File: config.mk
export PLATFORM = sky130hd
export DESIGN_NAME = atan2_special_resolver
export DESIGN_NICKNAME = d
export VERILOG_FILES = /design/src/rtl/atan2sp_pkg.sv /design/src/rtl/atan2sp_opclass.sv /design/src/rtl/atan2sp_control.sv /design/src/rtl/atan2sp_datapath.sv /design/src/rtl/atan2_special_resolver.sv
export SDC_FILE = /design/constraint.sdc
export NUM_CORES = 1
export LEC_CHECK = 0
export BUFFER_PORTS_ARGS = -buffer_cell sky130_fd_sc_hd__buf_2
export CELL_PAD_IN_SITES_DETAIL_PLACEMENT = 2
export CELL_PAD_IN_SITES_GLOBAL_PLACEMENT = 2
export CORE_MARGIN = 2
export CORE_UTILIZATION = 28
export DETAILED_ROUTE_END_ITERATION = 10
export GPL_ROUTABILITY_DRIVEN = 0
export PLACE_DENSITY_LB_ADDON = 0.1
export SKIP_LAST_GASP = 1
export SLEW_MARGIN = 10
export SYNTH_ARGS = -nofsm -noshare
export SYNTH_HDL_FRONTEND = slang
export SYNTH_HIERARCHICAL = 1
export SYNTH_SLANG_ARGS = --single-unit
export TNS_END_PERCENT = 1
File: constraint.sdc
create_clock -name clk -period 0.8 [get_ports clk]
set_input_delay 0.08 -clock clk [delete_from_list [all_inputs] [get_ports clk]]
set_output_delay 0.08 -clock clk [all_outputs]
set_load 0.01 [all_outputs]
File: src/rtl/atan2sp_pkg.sv
package atan2sp_pkg;
  localparam int EXP_W  = 8;
  localparam int FRAC_W = 23;
  localparam int WORD_W = 1 + EXP_W + FRAC_W;
  localparam int QUIET_BIT = FRAC_W - 1;

  localparam logic [WORD_W-2:0] MAG_ZERO = 31'h00000000;
  localparam logic [WORD_W-2:0] MAG_QPI  = 31'h3F490FDB;
  localparam logic [WORD_W-2:0] MAG_HPI  = 31'h3FC90FDB;
  localparam logic [WORD_W-2:0] MAG_TQPI = 31'h4016CBE4;
  localparam logic [WORD_W-2:0] MAG_PI   = 31'h40490FDB;

  typedef enum logic [2:0] {
    CK_ZERO = 3'd0,
    CK_QPI  = 3'd1,
    CK_HPI  = 3'd2,
    CK_TQPI = 3'd3,
    CK_PI   = 3'd4
  } constKind_t;

  typedef struct packed {
    logic sign;
    logic isZero;
    logic isInf;
    logic isNan;
    logic isSnan;
  } opClass_t;

  typedef struct packed {
    logic       special;
    logic       takeNanX;
    logic       takeNanY;
    logic       invalid;
    logic       resSign;
    constKind_t constSel;
  } ctrlStrobe_t;
endpackage

File: src/rtl/atan2sp_opclass.sv
module atan2sp_opclass
  import atan2sp_pkg::*;
(
  input  logic [WORD_W-1:0] opWord,
  output opClass_t          opClass,
  output logic [WORD_W-1:0] quietWord
);
  logic [EXP_W-1:0]  expField;
  logic [FRAC_W-1:0] fracField;
  logic              expAllOnes;
  logic              expAllZero;
  logic              fracNonZero;

  assign expField    = opWord[WORD_W-2 -: EXP_W];
  assign fracField   = opWord[FRAC_W-1:0];
  assign expAllOnes  = &expField;
  assign expAllZero  = ~|expField;
  assign fracNonZero = |fracField;

  always_comb begin
    opClass.sign   = opWord[WORD_W-1];
    opClass.isZero = expAllZero & ~fracNonZero;
    opClass.isInf  = expAllOnes & ~fracNonZero;
    opClass.isNan  = expAllOnes & fracNonZero;
    opClass.isSnan = expAllOnes & fracNonZero & ~fracField[QUIET_BIT];
  end

  always_comb begin
    quietWord            = opWord;
    quietWord[QUIET_BIT] = 1'b1;
  end
endmodule

File: src/rtl/atan2sp_control.sv
module atan2sp_control
  import atan2sp_pkg::*;
(
  input  opClass_t    yClass,
  input  opClass_t    xClass,
  output ctrlStrobe_t strobe
);
  logic xFinite;
  logic yFinite;

  assign xFinite = ~xClass.isInf & ~xClass.isNan;
  assign yFinite = ~yClass.isInf & ~yClass.isNan;

  always_comb begin
    strobe          = '0;
    strobe.constSel = CK_ZERO;
    strobe.resSign  = yClass.sign;
    strobe.invalid  = xClass.isSnan | yClass.isSnan;
    if (xClass.isNan) begin
      strobe.special  = 1'b1;
      strobe.takeNanX = 1'b1;
    end else if (yClass.isNan) begin
      strobe.special  = 1'b1;
      strobe.takeNanY = 1'b1;
    end else if (xClass.isInf && !xClass.sign) begin
      strobe.special  = 1'b1;
      strobe.constSel = yClass.isInf ? CK_QPI : CK_ZERO;
    end else if (xClass.isInf) begin
      strobe.special  = 1'b1;
      strobe.constSel = yClass.isInf ? CK_TQPI : CK_PI;
    end else if (yClass.isInf) begin
      strobe.special  = 1'b1;
      strobe.constSel = CK_HPI;
    end else if (xClass.isZero && !yClass.isZero && yFinite) begin
      strobe.special  = 1'b1;
      strobe.constSel = CK_HPI;
    end else if (yClass.isZero && xFinite) begin
      strobe.special  = 1'b1;
      strobe.constSel = xClass.sign ? CK_PI : CK_ZERO;
    end
  end
endmodule

File: src/rtl/atan2sp_datapath.sv
module atan2sp_datapath
  import atan2sp_pkg::*;
#(
  parameter bit REG_OUT = 1'b1
) (
  input  logic              clk,
  input  logic              rstN,
  input  logic              inValid,
  input  logic [WORD_W-1:0] yIn,
  input  logic [WORD_W-1:0] xIn,
  output opClass_t          yClass,
  output opClass_t          xClass,
  input  ctrlStrobe_t       strobe,
  output logic              outValid,
  output logic              outSpecial,
  output logic              outInvalid,
  output logic [WORD_W-1:0] outResult
);
  localparam int N_OPS = 2;

  logic [WORD_W-1:0] opWords  [N_OPS];
  logic [WORD_W-1:0] quietOps [N_OPS];
  opClass_t          classes  [N_OPS];

  assign opWords[0] = yIn;
  assign opWords[1] = xIn;

  for (genvar i = 0; i < N_OPS; i++) begin : g_cls
    atan2sp_opclass u_cls (
      .opWord   (opWords[i]),
      .opClass  (classes[i]),
      .quietWord(quietOps[i])
    );
  end

  assign yClass = classes[0];
  assign xClass = classes[1];

  function automatic logic [WORD_W-2:0] constMag(input constKind_t k);
    case (k)
      CK_QPI:  constMag = MAG_QPI;
      CK_HPI:  constMag = MAG_HPI;
      CK_TQPI: constMag = MAG_TQPI;
      CK_PI:   constMag = MAG_PI;
      default: constMag = MAG_ZERO;
    endcase
  endfunction

  logic              nxtSpecial;
  logic              nxtInvalid;
  logic [WORD_W-1:0] nxtResult;

  always_comb begin
    nxtSpecial = 1'b0;
    nxtInvalid = 1'b0;
    nxtResult  = '0;
    if (inValid) begin
      nxtSpecial = strobe.special;
      nxtInvalid = strobe.invalid;
      if (strobe.takeNanX)      nxtResult = quietOps[1];
      else if (strobe.takeNanY) nxtResult = quietOps[0];
      else if (strobe.special)  nxtResult = {strobe.resSign, constMag(strobe.constSel)};
    end
  end

  if (REG_OUT) begin : g_reg
    always_ff @(posedge clk or negedge rstN) begin
      if (!rstN) begin
        outValid   <= 1'b0;
        outSpecial <= 1'b0;
        outInvalid <= 1'b0;
        outResult  <= '0;
      end else begin
        outValid   <= inValid;
        outSpecial <= nxtSpecial;
        outInvalid <= nxtInvalid;
        outResult  <= nxtResult;
      end
    end
  end else begin : g_comb
    assign outValid   = inValid;
    assign outSpecial = nxtSpecial;
    assign outInvalid = nxtInvalid;
    assign outResult  = nxtResult;
  end
endmodule

File: src/rtl/atan2_special_resolver.sv
module atan2_special_resolver
  import atan2sp_pkg::*;
#(
  parameter bit REG_OUT = 1'b1
) (
  input  logic        clk,
  input  logic        rstN,
  input  logic        inValid,
  input  logic [31:0] yIn,
  input  logic [31:0] xIn,
  output logic        outValid,
  output logic        outSpecial,
  output logic        outInvalid,
  output logic [31:0] outResult
);
  opClass_t    yClass;
  opClass_t    xClass;
  ctrlStrobe_t strobe;

  atan2sp_control u_ctrl (
    .yClass(yClass),
    .xClass(xClass),
    .strobe(strobe)
  );

  atan2sp_datapath #(.REG_OUT(REG_OUT)) u_dp (
    .clk       (clk),
    .rstN      (rstN),
    .inValid   (inValid),
    .yIn       (yIn),
    .xIn       (xIn),
    .yClass    (yClass),
    .xClass    (xClass),
    .strobe    (strobe),
    .outValid  (outValid),
    .outSpecial(outSpecial),
    .outInvalid(outInvalid),
    .outResult (outResult)
  );
endmodule

# After elaboration in Yosys (flattened, before gate mapping)
# Cells that the tools add are included.
dict set report totals {
  ff_bits 35
  out_inout_bits 35
  input_bits 67
}
dict set report classes {
  reduce_logical 14
  muxes 27
  bitwise 19
  n_eq_ne 4
}
# op count
set op_table {}
lappend op_table {{32-bit 2-to-1 mux} 4}
lappend op_table {{31-bit one-hot mux with 4 select lines} 1}
lappend op_table {{23-bit OR reduction} 2}
lappend op_table {{3-bit 2-to-1 mux} 9}
lappend op_table {{8-bit AND reduction} 2}
lappend op_table {{8-bit OR reduction} 2}
lappend op_table {{1-bit 2-to-1 mux} 13}
lappend op_table {{1-bit AND} 10}
lappend op_table {{1-bit NOT} 8}
lappend op_table {{3-bit by 2-bit equality test with 1-bit output (second input constant)} 2}
lappend op_table {{1-bit logical AND} 4}
lappend op_table {{1-bit logical NOT} 4}
lappend op_table {{3-bit by 1-bit equality test with 1-bit output (second input constant)} 1}
lappend op_table {{3-bit equality test (second input constant)} 1}
lappend op_table {{1-bit OR} 1}

# Depth between registers and ports, before layout
# Gate-level depths: netlist (run 1).
dict set report depth {
  word_depth 19
  ltp_mapped 9
  ltp_nobuf 8
}

# By module
# Netlist (run 1), hierarchy kept.
# module instances cells_each area_per_inst_um2
set modules_own_cells {}
lappend modules_own_cells {atan2sp_datapath 1 128 1537.7}
lappend modules_own_cells {atan2sp_opclass 2 54 389.1}
lappend modules_own_cells {atan2sp_control 1 13 91.3}

# Least setup slack after synthesis (run 1)
# Ideal clock, no wire load.
dict set report synth_timing {
  kind {in2reg}
  startpoint {input xIn[16]}
  endpoint {register u_dp.outResult[0]}
  n_path_buf 0
  path_slack_ns -1.289
  arrival_time_ns 1.954
  path_stages 8
  path_cell_list {nor4_2 > nand4_1 > nor3_1 > inv_1 > o221a_2 > and4bb_4 > a311oi_4 > nor2_1}
}
# element line
set synth_rtl {}
lappend synth_rtl {{start, declared} atan2_special_resolver.sv:10} ;# input logic [31:0] xIn,
lappend synth_rtl {{end signal, assigned} atan2sp_datapath.sv:77} ;# outResult <= nxtResult;
lappend synth_rtl {{end, declared} atan2sp_datapath.sv:17} ;# output logic [WORD_W-1:0] outResult

==> impl_metrics.tcl, run 1 <==
set metrics [dict create \
    synthToLayoutAreaGrowth_pct 39.3 \
    antenna_found_initial 0 \
    power_density_mw_per_mm2 1220 \
    fin_area_mm2 0.00335 \
    crit_start "yIn[2]" \
    routedWlPerCell_um 17.8 \
    setup_violations 69 \
    portBuffers 101 \
    synth-edff-count 0 \
    clock-sinks 35 \
    dr.pass1.iters 4 \
    first_iter_violations 66 \
    worst-setup-path-type "in -> reg" \
    netlist_area_mm2 0.00241 \
    min_from "yIn[31]" \
    min_period_ns 1.99 \
    grt_max_degree 36 \
    grt_pass1_wl_um 13600 \
    ir_drop_v 0.000511 \
    num_vias 2228 \
    status "complete, but fails checks" \
    synth.distinct_cells 43 \
    numCtsBuffers 5 \
    final_hold_viol_count 0 \
    track_usage_pct 18.2 \
    maxCapViolCount 0 \
    drive_gt1_share_pct 60.7 \
    fillers 943 \
    seqCellArea_um2 876 \
    vias_per_cell 4.85 \
    cp-start-kind "input pin" \
    dpl.hpwl_um 6500 \
    worstPathArrival_ns 2.17 \
    pre_cts_slack_ns -1.59 \
    post_dp_cell_area_mm2 0.00315 \
    synthFlopType "dfrtp_1" \
    worst_slack_ns -1.19 \
    yosys_register_bits 35 \
    multiInputGateArea_mm2 0.00109 \
    seq_area_frac_synth_pct 36.4 \
    wl_um 8180 \
    syn-num-nets 316 \
    core_area_mm2 0.00826 \
    cts_root_buf "clkbuf_8" \
    critPathTopFamily "simple AND/OR/NAND/NOR gates" \
    fmax_mhz 503 \
    grt_pass1_vias 2623 \
    ant_nets 0 \
    synthTopCellsByArea "dfrtp_1, buf_4, o221ai_1" \
    clk_pin_slew_ns 0.08 \
    slew_violations 0 \
    cp_data_required_time_ns 0.98 \
    post-route-period-util_pct 249 \
    die_w_um 96.7 \
    io_pins 102 \
    yosysWarnings 6 \
    netlist_instances 249 \
    min_path_type "in -> reg" \
    yosys.area.top_type "dfrtp_1" \
    avgSynthCellArea_um2 9.67 \
    slowest_delay_ns 0.32 \
    cp_max_fo 8 \
    worst-path-buf-inv 4 \
    async_reset_ff_share_pct 100 \
    synth_top_area_share_pct 36.4 \
    drcViolationCount 0 \
    die_h_um 96.7 \
    fin_setup_tns_ns -40.20 \
    rows 33 \
    clockBufferDepth 2 \
    critPathCaptureType "flip-flop" \
    htree_levels 2 \
    worstPathCellList "buf_2 > nor4_2 > buf_4 > and2_1 > a21oi_2 > nor4b_2 > o221a_4 > inv_1 > a311oi_4 > buf_12 > nor2_1" \
    die-area_mm2 0.00935 \
    antennaDiodeCount 0 \
    nNetsFinal 420 \
    overflow 0 \
    rsz0062_at_grt "true" \
    worst_path_max_delay_cell "nor4b_2" \
    violations "setup timing" \
    initial_utilization_pct 29.2 \
    p_leak_nw 1.66 \
    cts_tree "done" \
]
## tightest hold or removal path, cell delays in order
cell and delay [ns]:
buf_2 0.11, nand3b_1 0.07, a21oi_1 0.06
## sequential cells by signal, summed over array words and instances (netlist names)
register,count
u_dp/outValid,1
u_dp/outSpecial,1
u_dp/outInvalid,1
u_dp/outResult,32
## placed cells by master, fill, tap and decap left out, types with 5 or more instances in the layout
| cell | instances |
|---|---|
| nor2_1 | 15 |
| nor2b_1 | 5 |
| nand4_1 | 6 |
| buf_12 | 5 |
| o221a_1 | 7 |
| clkbuf_8 | 6 |
| nor4_2 | 7 |
| o22ai_1 | 6 |
| o221ai_1 | 13 |
| buf_4 | 68 |
| dfrtp_1 | 35 |
| nand2_1 | 5 |
| nor4_1 | 5 |
| buf_2 | 101 |
## final timing paths
path | end | cells after the start
setup / recovery | u_dp/outResult[3] | 11
hold / removal | u_dp/outResult[31] | 3
max in group asynchronous | u_dp/outResult[3] | 3
min in group asynchronous | u_dp/outValid | 3
## synthesized netlist by cell type (all sizes together) (2+ instances only)
master	number
buf	74
a31oi	2
o22ai	6
and4	2
or2	4
nand2b	2
nand2	6
xor2	2
dfrtp	35
a211oi	2
clkbuf	4
inv	4
nor3	8
a22oi	3
nor2b	5
nand4	6
conb	2
nor3b	6
o221ai	13
o21ai	4
a21oi	6
nor2	15
o221a	8
and2	4
nor4	14
## report_power, final
part	internal (W)	leakage (nW)	switching, W
Sequential	0.00178	0.486	0.00000194
Combinational	0.000315	1.11	0.000290
Clock	0.00101	0.0612	0.000705
Total	0.00310	1.66	0.000997
## repair_timing
item | in CTS | in global routing
pin swaps | 4 | 2
hold buffers | 1 | 0
endpoints found under the hold margin | 35 | 0
endpoints found under the setup margin | 69 | 69
cloned | 0 | 0
buffers inserted | 1 | 0
gates resized for setup | 8 | 3
## through the flow
step                total power (W)  utilization (%)  hold slack (ns)  cells
CTS                         0.00415             40.4           0.0468    459
floorplan                   0.00214                -           -0.216    249
global route                0.00428             40.6           0.0691    459
global placement            0.00239             38.1           0.0629    449
detailed placement          0.00240             38.1           0.0641    449
finish                      0.00410             40.6           0.0529    459
## kinds of logic (layout without fill, tap and decap cells)
logic type / after synthesis / count (layout) / share of synthesized area, %
xor gates and xnor gates: 2 / 2 / 0.728
DFF: 35 / 35 / 36.4
AOI/OAI and AO/OA: 49 / 49 / 17.5
buffers and inverters: 82 / 187 / 24.1
other: 2 / 2 / 0.312
and+or+nand+nor: 79 / 79 / 21.1
## cell type report
cell class                      count  share of cell area (%)
Clock buffer                        6                    2.46
Tap cell                          105                    3.92
Sequential cell                    35                    26.1
Multi-Input combinational cell    132                    32.4
Inverter                            4                   0.448
Clock inverter                      2                    1.04
Timing Repair Buffer              175                    33.6
## layer usage
| layer | vias to the layer above | share of wire, % | global-route usage [%] |
|---|---|---|---|
| li1 | 1052 | - | - |
| met4 | 0 | 1.4 | 4.33 |
| met2 | 60 | 51 | 31.7 |
| met5 | - | 0 | 0 |
| met3 | 7 | 3.9 | 3.18 |
| met1 | 1109 | 44 | 23.3 |
Note: power is estimated with default switching activity, not from simulation.
==> run 2, diff against run 1 <==
--- a/config.mk
+++ b/config.mk
@@ -13,6 +13,7 @@
 export DETAILED_ROUTE_END_ITERATION = 10
 export GPL_ROUTABILITY_DRIVEN = 0
 export PLACE_DENSITY_LB_ADDON = 0.1
+export SKIP_CTS_REPAIR_TIMING = 1
 export SKIP_LAST_GASP = 1
 export SLEW_MARGIN = 10
 export SYNTH_ARGS = -nofsm -noshare
==> impl_metrics.tcl, run 2 (same netlist as run 1, synthesis figures left out) <==
set metrics [dict create \
    p_comb_share_pct 14.7 \
    cp_max_fo 8 \
    clkPwrFrac_pct 42.0 \
    power_density_mw_per_mm2 1220 \
    placed_cells 449 \
    htree_levels 2 \
    min_path_type "in -> reg" \
    fin_cells 460 \
    slew_violations 0 \
    first_iter_violations 61 \
    layout_common_cells "buf_2, buf_4, dfrtp_1" \
    min_period_ns 2.07 \
    finalPower_w 0.00410 \
    largest_reg_flops 32 \
    portBuffers 101 \
    p_leak_nw 1.66 \
    cp-start-kind "input pin" \
    worst_path_max_delay_cell "nor4_2" \
    drive_gt1_share_pct 61.1 \
    core_area_mm2 0.00826 \
    status "complete, but fails checks" \
    routedWlPerCell_um 17.8 \
    clock-sinks 35 \
    drcViolationCount 0 \
    dr.pass1.iters 4 \
    slowest_delay_ns 0.40 \
    worst-setup-path-type "in -> reg" \
    cts_tree "done" \
    violations "setup timing" \
    pwr-share-seq_pct 43.3 \
    post_dp_cell_area_mm2 0.00315 \
    grt_max_degree 36 \
    track_usage_pct 17.9 \
    final_hold_viol_count 0 \
    post-route-period-util_pct 259 \
    dpl.hpwl_um 6500 \
    rsz0062_at_grt "true" \
    final_common_cell "buf_2" \
    fin_area_mm2 0.00335 \
    ir_drop_v 0.000512 \
    cp_data_required_time_ns 1.01 \
    antennaDiodeCount 0 \
    vias_per_cell 4.85 \
    die_w_um 96.7 \
    antenna_found_initial 0 \
    fin_setup_tns_ns -42.60 \
    nNetsFinal 421 \
    grt_pass1_wl_um 13400 \
    clockBufferDepth 2 \
    cts_root_buf "clkbuf_8" \
    hold-worst-slack_ns 0.0520 \
    overflow 0 \
    switchingPower_w 0.00100 \
    ant_nets 0 \
    largest_register "u_dp/outResult" \
    crit_start "yIn[10]" \
    clk_pin_slew_ns 0.08 \
    worst_slack_ns -1.27 \
    p_int_w 0.00310 \
    worstPathArrival_ns 2.28 \
    numCtsBuffers 5 \
    fmax_mhz 483 \
    critPathCaptureType "flip-flop" \
    min_from "yIn[31]" \
    grt_pass1_vias 2578 \
    num_vias 2233 \
    setup_violations 69 \
    p_sw_share_pct 24.4 \
    io_pins 102 \
    synthToLayoutAreaGrowth_pct 39.3 \
    worstPathCellList "buf_2 > nor4_2 > and4_1 > a21oi_2 > nor4b_2 > o221a_4 > xor2_1 > a31oi_4 > nor3b_1" \
    die-area_mm2 0.00935 \
    wl_um 8210 \
    fillers 938 \
    die_h_um 96.7 \
    rows 33 \
    initial_utilization_pct 29.2 \
    maxCapViolCount 0 \
]
run 2: cell count changes in the layout (fill, tap and decap cells not counted), sizes merged:
cell | before | now
buf | 174 | 175
run 2: power by group through the flow:
| stage | Combinational (W) | Sequential [W] | Clock, W |
|---|---|---|---|
| finish | 0.000602 | 0.00178 | 0.00172 |
| detailed placement | 0.000588 | 0.00181 | 0 |
| floorplan | 0.000324 | 0.00182 | 0 |
| global placement | 0.000576 | 0.00181 | 0 |
| CTS | 0.000594 | 0.00178 | 0.00176 |
| global route | 0.000662 | 0.00178 | 0.00184 |
run 2: cell type report:
cell class                 instances  area, um2  share of cell area (%)
inverter                           4       15.0                   0.448
clock buffer                       6       82.6                    2.46
multi-input combinational        132       1080                    32.2
tap                              105        131                    3.92
clock inverter                     2       35.0                    1.04
timing repair buffer             176       1130                    33.8
sequential                        35        876                    26.1
run 2: final timing paths:
kind                                       to  depth (start not counted)
setup / recovery           u_dp/outResult[27]                          9
hold / removal             u_dp/outResult[31]                          3
max in group asynchronous  u_dp/outResult[23]                          3
min in group asynchronous       u_dp/outValid                          3
run 2: through the flow:
stage,util [%],worst slack [ns]
after floorplan,-,-1.09
after global placement,38.1,-1.59
after detailed placement,38.1,-1.59
after CTS,39.5,-1.30
after global routing,40.6,-1.39
final,40.6,-1.27
run 2: routing by layer:
layer  vias up  part of all wire (%)  wire (um)  global-route usage, %
met3         8                   3.6        295                   3.18
met2        60                    51       4160                   31.1
li1       1055                     -          -                      -
met5         -                     0          0                      0
met4         0                   1.4        114                   4.33
met1      1110                    44       3640                   23.1
run 2: worst max-delay path, delay by kind of cell:
family,cells,cell delay (ns)
buffers and inverters,1,0.11
AOI/OAI and AO/OA,3,0.57
and+or+nand+nor,4,1.26
xor gates and xnor gates,1,0.26
